<file path="src/rtl/shuf_pkg.sv">
package shuf_pkg;
  localparam int unsigned LANES_DEF  = 4;
  localparam int unsigned LANE_W_DEF = 32;
endpackage

</file>
<file path="src/rtl/shuf_sel_decode.sv">
module shuf_sel_decode #(
  parameter int unsigned LANES = shuf_pkg::LANES_DEF,
  localparam int unsigned SEL_W = $clog2(LANES),
  localparam int unsigned IMM_W = LANES * SEL_W
) (
  input  logic [IMM_W-1:0]            imm_i,
  output logic [LANES-1:0][LANES-1:0] sel_oh_o
);
  for (genvar d = 0; d < LANES; d++) begin : g_dst
    always_comb begin
      sel_oh_o[d] = '0;
      for (int s = 0; s < LANES; s++) begin
        if (imm_i[d*SEL_W +: SEL_W] == SEL_W'(s)) sel_oh_o[d][s] = 1'b1;
      end
    end
  end
endmodule

</file>
<file path="src/rtl/shuf_lane_xbar.sv">
module shuf_lane_xbar #(
  parameter int unsigned LANES  = shuf_pkg::LANES_DEF,
  parameter int unsigned LANE_W = shuf_pkg::LANE_W_DEF,
  localparam int unsigned DATA_W = LANES * LANE_W,
  localparam int unsigned HALF   = LANES / 2
) (
  input  logic [DATA_W-1:0]           src_a_i,
  input  logic [DATA_W-1:0]           src_b_i,
  input  logic [LANES-1:0][LANES-1:0] sel_oh_i,
  output logic [DATA_W-1:0]           data_o
);
  for (genvar d = 0; d < LANES; d++) begin : g_dst
    logic [DATA_W-1:0] op;
    // low half of destination draws from A, high half from B
    if (d < HALF) begin : g_lo
      assign op = src_a_i;
    end else begin : g_hi
      assign op = src_b_i;
    end
    always_comb begin
      data_o[d*LANE_W +: LANE_W] = '0;
      for (int s = 0; s < LANES; s++) begin
        if (sel_oh_i[d][s]) data_o[d*LANE_W +: LANE_W] = data_o[d*LANE_W +: LANE_W] | op[s*LANE_W +: LANE_W];
      end
    end
  end
endmodule

</file>
<file path="src/rtl/shuf_out_reg.sv">
module shuf_out_reg #(
  parameter int unsigned DATA_W = shuf_pkg::LANES_DEF * shuf_pkg::LANE_W_DEF
) (
  input  logic              clk_i,
  input  logic              rst_ni,
  input  logic              valid_i,
  input  logic [DATA_W-1:0] data_i,
  output logic              valid_o,
  output logic [DATA_W-1:0] data_o
);
  always_ff @(posedge clk_i or negedge rst_ni) begin
    if (!rst_ni) begin
      valid_o <= 1'b0;
      data_o  <= '0;
    end else begin
      valid_o <= valid_i;
      if (valid_i) data_o <= data_i;
    end
  end
endmodule

</file>
<file path="src/rtl/shuf_lane_permute.sv">
module shuf_lane_permute #(
  parameter int unsigned LANES  = shuf_pkg::LANES_DEF,
  parameter int unsigned LANE_W = shuf_pkg::LANE_W_DEF,
  localparam int unsigned SEL_W  = $clog2(LANES),
  localparam int unsigned IMM_W  = LANES * SEL_W,
  localparam int unsigned DATA_W = LANES * LANE_W
) (
  input  logic              clk_i,
  input  logic              rst_ni,
  input  logic              valid_i,
  input  logic [IMM_W-1:0]  imm_i,
  input  logic [DATA_W-1:0] src_a_i,
  input  logic [DATA_W-1:0] src_b_i,
  output logic              valid_o,
  output logic [DATA_W-1:0] result_o
);
  logic [LANES-1:0][LANES-1:0] sel_oh;
  logic [DATA_W-1:0]           xbar_data;

  shuf_sel_decode #(.LANES(LANES)) i_decode (
    .imm_i    (imm_i),
    .sel_oh_o (sel_oh)
  );

  shuf_lane_xbar #(.LANES(LANES), .LANE_W(LANE_W)) i_xbar (
    .src_a_i  (src_a_i),
    .src_b_i  (src_b_i),
    .sel_oh_i (sel_oh),
    .data_o   (xbar_data)
  );

  shuf_out_reg #(.DATA_W(DATA_W)) i_out (
    .clk_i   (clk_i),
    .rst_ni  (rst_ni),
    .valid_i (valid_i),
    .data_i  (xbar_data),
    .valid_o (valid_o),
    .data_o  (result_o)
  );
endmodule

</file>
<file path="config.mk">
export PLATFORM = sky130hd
export DESIGN_NAME = shuf_lane_permute
export DESIGN_NICKNAME = d
export VERILOG_FILES = /design/src/rtl/shuf_pkg.sv /design/src/rtl/shuf_sel_decode.sv /design/src/rtl/shuf_lane_xbar.sv /design/src/rtl/shuf_out_reg.sv /design/src/rtl/shuf_lane_permute.sv
export SDC_FILE = /design/constraint.sdc
export NUM_CORES = 1
export LEC_CHECK = 0
export BUFFER_PORTS_ARGS = -buffer_cell sky130_fd_sc_hd__buf_2
export CAP_MARGIN = 5
export CORE_MARGIN = 5
export CORE_UTILIZATION = 28
export DETAILED_ROUTE_END_ITERATION = 7
export HOLD_SLACK_MARGIN = 0.08
export PLACE_DENSITY = 0.64
export SLEW_MARGIN = 25
export SYNTH_ARGS = -nofsm -noshare
export SYNTH_HDL_FRONTEND = slang
export SYNTH_SLANG_ARGS = --single-unit
</file>
<file path="constraint.sdc">
create_clock -name clk_i -period 2.25 [get_ports clk_i]
set_input_delay 0.45 -clock clk_i [delete_from_list [all_inputs] [get_ports clk_i]]
set_output_delay 0.45 -clock clk_i [all_outputs]
set_load 0.005 [all_outputs]
</file>
==> out/metrics.cfg <==
[status]
outcome=completed

[placement]
dp_hpwl_um=22900
port_buffers=395
gp_congestion=0.934
dpl.cell_count=1383

[setup_path]
worstPathRequired_ns=1.80
worstSetupPathType=flop to output port
cp.arrival_ns=1.00
setup.worst_path.end_class=output port
path_buf_inv=1
cp_max_fo=2
critPathTopFamily=flip-flops
cp-start-kind=flop
cpMaxStageDelayCell=dfrtp_1
critical_path.cell_chain=buf_2
cp_slowest_stage_delay_ns=0.43

[timing]
finalCritPeriodShare_pct=64.4
finalHoldViolCount=0
final.setup.tns_ns=0
clock_skew_ns=0
maxSlewHeadroom_pct=70.8
rsz0062_at_grt=no
fin_crit_ns=1.45
tightestPinTransition_ns=0.438
fmax_mhz=690
setup_viol=0
drv_slew=0

[synth]
ys_ff_latch=129
ys_seq_area_share_pct=39.1
yosys-top-cells-area=dfrtp_1 39%, mux4_2 17%, mux2_4 11%
yosys.area.top_type=dfrtp_1
ys_warn_count=0
synthCells=635
muxShareOfSynthArea_pct=37.7
synthesis.area_sq_mm=0.00826
post_synth_fa_ha_maj_area_fraction_pct=0
synth_area_per_cell_sq_um=13.0
synth_compound_area_share_pct=10.2
synth_xor_area_share_pct=0
synthDistinctLibCells=20
synth_nets=902
synth_top_area_share_pct=39.1
synth-simple-area-share_pct=7.81
synth_top_family_by_area=multiplexers

[power_and_ir_drop]
pwr-share-seq_pct=37.2
p_int_uw=5460
p_leak_uw=0.00526
netSwitchingPower_uw=2200
p_clk_share_pct=38.2
cellPowerDensity_mw_per_mm2=678
pwr-share-comb_pct=24.6
swShare_pct=28.7
ir_drop_uv=472

[global_routing]
antenna_found_initial=0
grt-ovfl-total=0
grt_pass1_wl_um=46000
track_usage_pct=17.6
grt_max_degree=44
grt_pass1_vias=8019

[final_layout]
diodes=0
layout.nets=1286
fill_cells=2833
layout-drive-gt1-share_pct=57.0
regArea_sq_mm=0.00323
multi_input_area_sq_mm=0.00460
final_cell_count_no_fill=1416
area_growth_pct=36.8

[floorplan]
ios=396
die_x_um=182
core-area_sq_mm=0.0289
rows=62
dieArea_sq_mm=0.0330
start_util_pct=28.6
die_y_um=182

[cts]
clk_latency_ns=0.42
root_buffer=clkbuf_16
cts-buffers-inserted=17
cts_tree=built
cts_resized=0
path_clk_slew_ns=0.07
h-tree-depth=4
cts_buffer_depth=2
clock_sinks=129

[routing]
wl_per_cell_um=21.1
drtIter0Drc=241
via_per_inst=5.14
ant_nets=0
vias=7283
route.detailed.drc=0
first_pass_iters=4
wl_um=29900

[run]
cap_violations=0

[min_path]
hold_class=input port to flop

[power groups by stage]
stage	Sequential [uW]	Clock [uW]	Combinational [uW]
after floorplan	2880	0	958
after global placement	2880	0	1870
after detailed placement	2880	0	1910
after CTS	2850	3030	1910
after global routing	2880	3130	2050
final	2850	2930	1890
[path summary, 6_finish.rpt]
path,startpoint,end,slack [ns],cells past startpoint
min in group asynchronous,rst_ni,i_out.data_o[63],0.53,2
worst min-delay path,src_a_i[32],i_out.data_o[0],0.31,3
max in group asynchronous,rst_ni,i_out.data_o[47],1.11,3
worst min register to register,i_out.data_o[45],i_out.data_o[45],0.51,1
worst max-delay path,i_out.data_o[95],result_o[95],0.80,1
worst max register to register,i_out.data_o[95],i_out.data_o[95],1.43,1
[layout by cell type (no fill, tap or decap), types with 7 or more instances in the layout]
| cell type | n |
|---|---|
| clkbuf_16 | 17 |
| a211oi_1 | 61 |
| buf_12 | 12 |
| mux4_2 | 63 |
| buf_4 | 18 |
| mux2_2 | 7 |
| o22ai_1 | 61 |
| nand2b_1 | 61 |
| nor2_1 | 61 |
| buf_2 | 393 |
| mux2_4 | 60 |
| dfrtp_1 | 129 |
| mux2i_1 | 61 |
[stage by stage]
step                power [uW]  hold slack [ns]  cell area (sq um)  util (%)  setup WS [ns]
global route              8060            0.293              11300      39.0          0.760
floorplan                 3840            0.154               8260         -          0.677
detailed placement        4790            0.399              10700      36.9          0.364
CTS                       7790            0.287              11300      39.0          0.762
finish                    7660            0.315              11300      39.0          0.802
global placement          4760            0.401              10700      36.9          0.378
[layout make-up]
cell class                 count  area share [%]
multi-input combinational    445            40.8
timing repair buffer         426            21.0
clock inverter                14            1.58
tap                          384            4.25
clock buffer                  18            3.80
sequential                   129            28.6
[Yosys cell counts]
cell / count
a211oi_1: 61
buf_1: 3
buf_12: 6
buf_2: 19
buf_4: 5
buf_6: 2
clkbuf_1: 21
clkbuf_8: 5
dfrtp_1: 129
mux2_2: 7
mux2_4: 60
mux2i_1: 61
mux4_1: 4
mux4_2: 63
nand2_1: 2
nand2b_1: 61
nand3b_1: 2
nor2_1: 61
nor2b_1: 2
o22ai_1: 61
[cells by family (layout without fill, tap and decap cells)]
group | after synthesis | after routing
muxes | 195 | 195
DFF | 129 | 129
and+or+nand+nor | 128 | 128
AOI/OAI and AO/OA | 122 | 122
buffers and inverters | 61 | 458
[state kept, by name, summed over array words and instances (netlist names)]
register       flops
i_out.data_o     128
i_out.valid_o      1
[routing by layer]
metal / GRT usage (%) / vias to the layer above / wire, um / share of wire, %
met3: 5.48 / 40 / 2640 / 8.8
met2: 30.3 / 382 / 14800 / 49
met4: 6.15 / 0 / 714 / 2.4
met5: 0 / - / 0 / 0
met1: 20.8 / 3625 / 11800 / 39
li1: - / 3236 / - / -
[what timing repair did]
action                    CTS  global route
hold buffers                1             0
hold endpoints to repair   33             0
setup buffers               0             0
Power figures use the tool's default switching activity.
